--- src/rtl/cmpp_pkg.sv ---
package cmpp_pkg;

    localparam int REG_W  = 5;
    localparam int NREG   = 1 << REG_W;
    localparam int DATA_W = 32;

    typedef enum logic [2:0] {
        CMP_EQ,
        CMP_NE,
        CMP_LT,
        CMP_LE,
        CMP_GE
    } cmp_op_e;

    typedef struct packed {
        logic             hit;
        logic             is_fp;
        cmp_op_e          op;
        logic [REG_W-1:0] tgt;
        logic [REG_W-1:0] rs_a;
        logic [REG_W-1:0] rs_b;
    } dec_t;

    localparam logic [6:0] OPC_BRANCH = 7'b1100011;
    localparam logic [1:0] OPC_CQ1    = 2'b01;

    function automatic logic [REG_W-1:0] creg(input logic [2:0] f);
        return {2'b01, f};
    endfunction

    function automatic logic is_nan(input logic [DATA_W-1:0] x);
        return (&x[30:23]) && (|x[22:0]);
    endfunction

endpackage

--- src/rtl/cmpp_decode.sv ---
module cmpp_decode
    import cmpp_pkg::*;
(
    input  logic        is_c,
    input  logic [31:0] instr,
    output dec_t        dec
);
    logic unused_rsvd;
    assign unused_rsvd = ^instr[31:25];

    dec_t d32, d16;

    always_comb begin
        d32       = '0;
        d32.tgt   = instr[11:7];
        d32.rs_a  = instr[19:15];
        d32.rs_b  = instr[24:20];
        d32.is_fp = 1'b0;
        d32.hit   = (instr[6:0] == OPC_BRANCH);
        unique case (instr[14:12])
            3'b000:  d32.op = CMP_EQ;
            3'b001:  d32.op = CMP_NE;
            3'b100:  d32.op = CMP_LT;
            3'b101:  d32.op = CMP_GE;
            default: begin
                d32.op  = CMP_EQ;
                d32.hit = 1'b0;
            end
        endcase
    end

    always_comb begin
        d16       = '0;
        d16.hit   = (instr[1:0] == OPC_CQ1) && (instr[15:14] == 2'b11);
        d16.tgt   = creg(instr[12:10]);
        d16.rs_a  = creg(instr[9:7]);
        d16.rs_b  = creg(instr[4:2]);
        d16.is_fp = instr[6];
        unique case ({instr[13], instr[5]})
            2'b00:   d16.op = CMP_EQ;
            2'b01:   d16.op = CMP_NE;
            2'b10:   d16.op = CMP_LT;
            default: d16.op = CMP_LE;
        endcase
    end

    assign dec = is_c ? d16 : d32;

endmodule

--- src/rtl/cmpp_compare.sv ---
module cmpp_compare
    import cmpp_pkg::*;
(
    input  cmp_op_e           op,
    input  logic              is_fp,
    input  logic [DATA_W-1:0] a,
    input  logic [DATA_W-1:0] b,
    output logic              res
);
    logic i_eq, i_lt, f_eq, f_lt, unord, both_zero, mag_lt, mag_gt;
    logic eq, lt;

    always_comb begin
        i_eq      = (a == b);
        i_lt      = ($signed(a) < $signed(b));
        unord     = is_nan(a) || is_nan(b);
        both_zero = (a[30:0] == '0) && (b[30:0] == '0);
        mag_lt    = (a[30:0] < b[30:0]);
        mag_gt    = (a[30:0] > b[30:0]);
        f_eq      = !unord && (i_eq || both_zero);
        if (unord || both_zero)
            f_lt = 1'b0;
        else if (a[31] != b[31])
            f_lt = a[31];
        else
            f_lt = a[31] ? mag_gt : mag_lt;
        eq = is_fp ? f_eq : i_eq;
        lt = is_fp ? f_lt : i_lt;
        unique case (op)
            CMP_EQ:  res = eq;
            CMP_NE:  res = !eq;
            CMP_LT:  res = lt;
            CMP_LE:  res = lt || eq;
            CMP_GE:  res = !lt;
            default: res = 1'b0;
        endcase
    end

endmodule

--- src/rtl/cmpp_unit.sv ---
module cmpp_unit
    import cmpp_pkg::*;
#(
    parameter int IDX_W = 4
) (
    input  logic              clk,
    input  logic              rst,
    input  logic              in_valid,
    input  logic              in_is_c,
    input  logic [31:0]       in_instr,
    input  logic [31:0]       in_src1,
    input  logic [31:0]       in_src2,
    input  logic [IDX_W-1:0]  in_elem_idx,
    input  logic [31:0]       vec_map,
    input  logic [31:0]       pred_tag_map,
    output logic              out_pred_we,
    output logic [4:0]        out_pred_reg,
    output logic [IDX_W-1:0]  out_pred_idx,
    output logic              out_pred_bit,
    output logic              out_branch
);
    dec_t dec;
    logic cmp_res;
    logic pred_mode;

    cmpp_decode u_dec (
        .is_c  (in_is_c),
        .instr (in_instr),
        .dec   (dec)
    );

    cmpp_compare u_cmp (
        .op    (dec.op),
        .is_fp (dec.is_fp),
        .a     (in_src1),
        .b     (in_src2),
        .res   (cmp_res)
    );

    assign pred_mode = (vec_map[dec.rs_a] || vec_map[dec.rs_b]) && pred_tag_map[dec.tgt];

    always_ff @(posedge clk) begin
        if (rst) begin
            out_pred_we  <= 1'b0;
            out_branch   <= 1'b0;
            out_pred_reg <= '0;
            out_pred_idx <= '0;
            out_pred_bit <= 1'b0;
        end else begin
            out_pred_we  <= in_valid && dec.hit && pred_mode;
            out_branch   <= in_valid && dec.hit && !pred_mode;
            out_pred_reg <= dec.tgt;
            out_pred_idx <= in_elem_idx;
            out_pred_bit <= cmp_res;
        end
    end

endmodule

--- config.mk ---
export PLATFORM = sky130hd
export DESIGN_NAME = cmpp_unit
export DESIGN_NICKNAME = d
export VERILOG_FILES = /design/src/rtl/cmpp_pkg.sv /design/src/rtl/cmpp_decode.sv /design/src/rtl/cmpp_compare.sv /design/src/rtl/cmpp_unit.sv
export SDC_FILE = /design/constraint.sdc
export NUM_CORES = 1
export LEC_CHECK = 0
export ABC_CLOCK_PERIOD_IN_PS = 6730
export BUFFER_PORTS_ARGS = -buffer_cell sky130_fd_sc_hd__buf_2
export CAP_MARGIN = 10
export CORE_UTILIZATION = 47
export CTS_CLUSTER_DIAMETER = 120
export DETAILED_ROUTE_END_ITERATION = 10
export GPL_TIMING_DRIVEN = 0
export HOLD_SLACK_MARGIN = 0.12
export PLACE_DENSITY = 0.95
export REMOVE_ABC_BUFFERS = 1
export SLEW_MARGIN = 15
export SYNTH_ARGS = -nofsm -noshare
export SYNTH_HDL_FRONTEND = slang
export SYNTH_SLANG_ARGS = --single-unit
--- constraint.sdc ---
create_clock -name clk -period 6.73 [get_ports clk]
set_clock_uncertainty 0.15 [all_clocks]
set_input_delay 0.3365 -clock clk [delete_from_list [all_inputs] [get_ports clk]]
set_output_delay 0.3365 -clock clk [all_outputs]
set_load 0.02 [all_outputs]
==> flow_metrics.tcl, run 1 <==
set metrics [dict create \
    ys_ff_latch 12 \
    finalPower_uw 377 \
    rsz0062_at_grt "no" \
    synth-seq-area-share_pct 8.83 \
    fmax_mhz 299 \
    fin_nets 682 \
    cts_root_buf "clkbuf_8" \
    clockBufferDepth 2 \
    area_growth_pct 35.3 \
    pre_cts_slack_ns 3.14 \
    synth.most_common_cell "inv_1" \
    rows 27 \
    pin_count 180 \
    ctsResizeCount 0 \
    setup_ws_ns 3.38 \
    setup-tns-final_ns 0 \
    design.core.area_sq_mm 0.00554 \
    grt_max_degree 31 \
    min-delay-start "in_elem_idx[3]" \
    dp.cells 549 \
    die_h_um 78.1 \
    vias_per_cell 5.99 \
    worstPathArrival_ns 3.36 \
    dieWidth_um 78.1 \
    synth_area_leaders "ha_1 15%, mux4_2 12%, dfxtp_1 8.8%" \
    wirelength_um 8870 \
    cts.sinks 12 \
    ctsHoldBuffers 0 \
    synth_cells 311 \
    critical_path_required_ns 6.74 \
    slew_violations 0 \
    cts_post_setup_buffers_inserted 0 \
    hold_end "out_pred_idx[3]$_SDFF_PP0_" \
    path_buf_inv 1 \
    grt_antenna_before_repair 1 \
    drc 0 \
    synth_top_family_by_area "multiplexers" \
    clk_pin_slew_ns 0.05 \
    grt_pass1_vias 3383 \
    hold_viol_final 0 \
    fin_cells 554 \
    synth_top_cell_area_share_pct 14.7 \
    criticalPathCategory "in -> reg" \
    cp_slowest_cell "mux2i_2" \
    syn_area_sq_mm 0.00272 \
    first_pass_iters 4 \
    syn_avg_cell_area_sq_um 8.75 \
    htree_num_levels 1 \
    cts_made_buffers 3 \
    gp_congestion 0.902 \
    tightest_slew_ns 0.771 \
    ys_types 50 \
    cts_tree "built" \
    setup_viol 0 \
    yosys_warnings 0 \
    timing.final.crit_period_ns 3.35 \
    synth-adder-area-share_pct 14.7 \
    cpLargestDelayFamily "multiplexers" \
    maxCapViolations 0 \
    synth_mux_area_share_pct 31.2 \
    drive_above_1_share_pct 42.0 \
    yosysTopAreaCell "ha_1" \
    relSlewSlack_pct 47.1 \
    start_util_pct 49.1 \
    yosys.area_share.simple_pct 22.6 \
    power.density_mw_per_mm2 102 \
    hold_class "in -> reg" \
    ant_nets 0 \
    leakagePower_uw 0.00186 \
    grt_pass1_wl_um 14100 \
    ys.flop_type "dfxtp_1" \
    cp-start-kind "primary input" \
    grt_use_total_pct 28.8 \
    cp_max_fo 30 \
    fin_crit_sh_pct 49.7 \
    die-area_sq_mm 0.00610 \
    cpPeakStageDelay_ns 0.68 \
    async_flop_share_pct 0 \
    synth_compound_area_share_pct 15.9 \
    ir_worst_vdd_v 0.0000701 \
    synth_xor_xnor_area_share_pct 0 \
    dp_hpwl_um 7750 \
    outcome "finished, final reports clean" \
    io_buffers 172 \
    netlist_top_cells_count "36 x inv_1, 32 x ha_1, 23 x nor2_1" \
    whs_path_depth 2 \
    largest_reg_flops 5 \
    overflow 0 \
    vias 3317 \
    path_common_cell "a211oi_2" \
    synth-edff-count 0 \
    end_kind "flip-flop" \
    wl_per_cell_um 16.0 \
    path_cells "buf_2 -> mux2i_2 -> mux4_1 -> mux2i_1 -> o21ai_0 -> a211o_1 -> a211oi_2 -> a211oi_2 -> nor4_2" \
    drtIter0Drc 125 \
]
through the flow:
step | instance area [sq um] | util (%) | hold slack (ns)
after detailed placement | 3620 | 65.4 | 0.402
after floorplan | 2670 | - | 0.256
after global placement | 3620 | 65.4 | 0.396
after global routing | 3680 | 66.4 | 0.152
after CTS | 3680 | 66.4 | 0.150
final | 3680 | 66.4 | 0.153
cell type report:
type / instances / area (sq um)
multi-input combinational: 257 / 2300
fill: 464 / 1860
timing repair buffer: 172 / 861
sequential: 12 / 240
inverter: 36 / 135
tap: 72 / 90.1
clock buffer: 4 / 55.1
antenna: 1 / 2.50
power by group:
part,switching [uW],total (uW),internal (uW)
sequential,0.741,75.5,74.7
combinational,111,223,112
clock,26.8,78.5,51.7
per-layer routing:
| metal | up-vias | wire length (um) | global-route usage (%) |
|---|---|---|---|
| li1 | 1576 | - | - |
| met1 | 1542 | 3190 | 28.8 |
| met2 | 168 | 4710 | 57.5 |
| met3 | 31 | 640 | 4.53 |
| met4 | 0 | 331 | 12.6 |
| met5 | - | 0 | 0 |
how the worst max path moves through the flow:
| stage | start | end | slack (ns) | depth (start not counted) |
|---|---|---|---|---|
| after floorplan | in_src2[26] | out_pred_bit$_SDFF_PP0_ | 3.76 | 10 |
| after global placement | in_is_c | out_branch$_SDFF_PP0_ | 3.16 | 9 |
| after detailed placement | in_is_c | out_branch$_SDFF_PP0_ | 3.14 | 9 |
| after CTS | in_is_c | out_branch$_SDFF_PP0_ | 3.38 | 9 |
| after global routing | in_is_c | out_branch$_SDFF_PP0_ | 3.22 | 9 |
| final | in_is_c | out_branch$_SDFF_PP0_ | 3.38 | 9 |
placed cells by master (no fill, tap or decap), drive strengths merged, types with 2 or more instances in the layout:
| cell type | n |
|---|---|
| a211oi | 10 |
| a21boi | 2 |
| a21o | 4 |
| a21oi | 19 |
| a31oi | 3 |
| a32oi | 2 |
| buf | 172 |
| clkbuf | 4 |
| dfxtp | 12 |
| ha | 32 |
| inv | 36 |
| mux2i | 24 |
| mux4 | 23 |
| nand2 | 20 |
| nand3 | 8 |
| nand4 | 12 |
| nor2 | 23 |
| nor2b | 7 |
| nor3 | 7 |
| nor3b | 2 |
| nor4 | 19 |
| nor4b | 6 |
| o21ai | 13 |
| o22ai | 2 |
| o31ai | 3 |
cells by family (layout without fill, tap and decap cells):
logic type | Yosys count | in the layout
compound gates | 66 | 66
mux | 48 | 48
buf+inv | 42 | 212
other cells | 0 | 1
fa+ha+maj | 32 | 32
simple gates | 111 | 111
flops | 12 | 12
Power figures use the tool's default switching activity.
==> inputs of run 2 (changes only) <==
--- a/config.mk
+++ b/config.mk
@@ -5,15 +5,16 @@
 export SDC_FILE = /design/constraint.sdc
 export NUM_CORES = 1
 export LEC_CHECK = 0
-export ABC_CLOCK_PERIOD_IN_PS = 6730
+export ABC_AREA = 1
+export ABC_CLOCK_PERIOD_IN_PS = 3300
 export BUFFER_PORTS_ARGS = -buffer_cell sky130_fd_sc_hd__buf_2
 export CAP_MARGIN = 10
-export CORE_UTILIZATION = 47
+export CORE_UTILIZATION = 46
 export CTS_CLUSTER_DIAMETER = 120
 export DETAILED_ROUTE_END_ITERATION = 10
 export GPL_TIMING_DRIVEN = 0
 export HOLD_SLACK_MARGIN = 0.12
-export PLACE_DENSITY = 0.95
+export PLACE_DENSITY = 0.94
 export REMOVE_ABC_BUFFERS = 1
 export SLEW_MARGIN = 15
 export SYNTH_ARGS = -nofsm -noshare
==> constraint.sdc (replaced) <==
create_clock -name clk -period 3.3 [get_ports clk]
set_clock_uncertainty 0.15 [all_clocks]
set_input_delay 0.165 -clock clk [delete_from_list [all_inputs] [get_ports clk]]
set_output_delay 0.165 -clock clk [all_outputs]
set_load 0.02 [all_outputs]
==> run 2 against run 1 <==
Effect of this change:
- the run now ends with DRC left
- synthesized cell count is 90% higher
- largest cell class unchanged
- cell count grew 52%
- non-clock buffer count up 12
- setup slack got worse by 2.5 ns
- power rose by 120%
- clock-buffer cell count stayed put
- critical path type unchanged
- hold slack improved by 0.0020 ns
==> flow_metrics.tcl, run 2 <==
set metrics [dict create \
    ys_types 30 \
    cpPeakStageDelay_ns 0.50 \
    drc 9 \
    yosys_warnings 0 \
    grt_use_total_pct 27.3 \
    ir_worst_vdd_v 0.000113 \
    dieWidth_um 84.3 \
    grt_pass1_vias 4012 \
    cp_slowest_cell "nand2_1" \
    grt_pass1_wl_um 16600 \
    power.density_mw_per_mm2 201 \
    clk_pin_slew_ns 0.05 \
    path_cells "buf_2 -> inv_2 -> nand2_1 -> nand2_1 -> o211ai_1 -> nand3_1 -> nand3_1 -> nand2_1 -> o21ai_1 -> nand2_1 -> a21oi_1" \
    diodes 0 \
    clockBufferDepth 2 \
    netlist_top_cells_count "143 x nand2_1, 99 x inv_1, 84 x nor2_1" \
    path_common_cell "nand2_1" \
    fin_crit_sh_pct 74.7 \
    cts_root_buf "clkbuf_8" \
    synth_top_cell_area_share_pct 17.2 \
    ys.flop_type "dfxtp_1" \
    htree_num_levels 1 \
    vias_per_cell 5.39 \
    drtIter0Drc 287 \
    design.core.area_sq_mm 0.00646 \
    start_util_pct 48.3 \
    rsz0062_at_grt "no" \
    grt_antenna_before_repair 0 \
    async_flop_share_pct 0 \
    syn_area_sq_mm 0.00312 \
    synth_cells 591 \
    ant_nets 0 \
    drive_above_1_share_pct 24.5 \
    leakagePower_uw 0.00244 \
    relSlewSlack_pct 42.8 \
    dp_hpwl_um 8360 \
    setup_ws_ns 0.835 \
    timing.final.crit_period_ns 2.46 \
    pin_count 180 \
    wirelength_um 10500 \
    tightest_slew_ns 0.856 \
    criticalPathCategory "in -> reg" \
    largest_reg_flops 5 \
    cts.sinks 12 \
    overflow 0 \
    wl_per_cell_um 12.5 \
    die-area_sq_mm 0.00711 \
    critical_path_required_ns 3.31 \
    synth-seq-area-share_pct 7.70 \
    synth_area_leaders "nand2_1 17%, ha_1 13%, inv_1 12%" \
    die_h_um 84.3 \
    final_common_cell "buf_2" \
    fmax_mhz 406 \
    mostFrequentLayoutCells "172 x buf_2, 143 x nand2_1, 99 x inv_1, 84 x nor2_1, 43 x a21oi_1" \
    setup_viol 0 \
    cts_tree "built" \
    synth-edff-count 0 \
    fin_nets 967 \
    cts_made_buffers 3 \
    slew_violations 0 \
    first_pass_iters 8 \
    failed_checks "DRC" \
    end_kind "flip-flop" \
    whs_path_depth 5 \
    hold_viol_final 0 \
    grt_max_degree 31 \
    cp_max_fo 30 \
    outcome "finished with violations" \
    hold_class "in -> reg" \
    yosysTopAreaCell "nand2_1" \
    syn_avg_cell_area_sq_um 5.28 \
    worstPathArrival_ns 2.48 \
    pre_cts_slack_ns 0.676 \
    rows 29 \
    setup-tns-final_ns 0 \
    cp-start-kind "primary input" \
    ys_ff_latch 12 \
    ctsResizeCount 0 \
    vias 4541 \
    gp_congestion 0.918 \
    maxCapViolations 0 \
    io_buffers 172 \
    synth.most_common_cell "nand2_1" \
    area_growth_pct 33.7 \
]
run 2: cell count changes after synthesis, sizes merged, moves of 15 or more:
| cell | before | now |
|---|---|---|
| o21ai | 13 | 59 |
| nor2 | 23 | 84 |
| nand3 | 8 | 38 |
| a21oi | 19 | 43 |
| mux4 | 23 | 0 |
| nand2 | 20 | 146 |
| mux2i | 24 | 0 |
| o211ai | 1 | 16 |
| inv | 36 | 102 |
| nor4 | 19 | 4 |
run 2: cell families (layout without fill, tap and decap cells):
kind of cell	after synthesis	in the layout	share of synthesized area, %
AO/OA/AOI/OAI	133	133	24.3
AND/OR/NAND/NOR	299	299	40.2
buffers and inverters	115	290	15.0
adder cells (fa/ha/maj)	32	32	12.8
flip-flops	12	12	7.70
run 2: final cells by class:
| class | count | area, sq um |
|---|---|---|
| clock buffer | 4 | 55.1 |
| fill | 573 | 2290 |
| inverter | 102 | 383 |
| multi-input combinational | 464 | 2410 |
| sequential | 12 | 240 |
| tap | 77 | 96.3 |
| timing repair buffer | 184 | 982 |
run 2: final timing paths:
kind / startpoint / end / slack, ns
hold / removal: in_instr[11] / out_pred_reg[4]$_SDFF_PP0_ / 0.16
setup / recovery: in_is_c / out_branch$_SDFF_PP0_ / 0.84
run 2: where the power goes:
| group | switching, uW | internal [uW] | total (uW) |
|---|---|---|---|
| Combinational | 304 | 222 | 526 |
| Clock | 53.7 | 105 | 159 |
| Sequential | 2.18 | 153 | 155 |
run 2: worst max-delay path, delay by kind of cell:
| kind | cells | cell delay (ns) |
|---|---|---|
| compound gates | 3 | 0.69 |
| simple gates | 6 | 1.03 |
| buf+inv | 2 | 0.59 |
run 2: routing by layer:
metal | up-vias | global-route usage [%] | share of wire, %
met5 | - | 0 | 0
met4 | 0 | 8.01 | 2.3
met3 | 24 | 3.34 | 7.1
met2 | 207 | 50.8 | 50
met1 | 2008 | 32.8 | 41
li1 | 2302 | - | -
run 2: through the flow:
step                      util [%]  hold WS (ns)  total power, uW  instance area [sq um]  std cells
after global routing          64.6         0.204              912                   4170        843
after detailed placement      62.0         0.223              658                   4010        828
after floorplan                  -        0.0862              469                   3030        578
after global placement        61.8         0.219              640                   3990        827
final                         64.6         0.155              840                   4170        843
after CTS                     64.6         0.143              826                   4170        843
run 2: repair_timing:
action | 4_1_cts | 5_1_grt
endpoints found under the hold margin | 9 | 0
hold buffers | 11 | 0
endpoints found under the setup margin | 0 | 0
setup buffers | 0 | 0
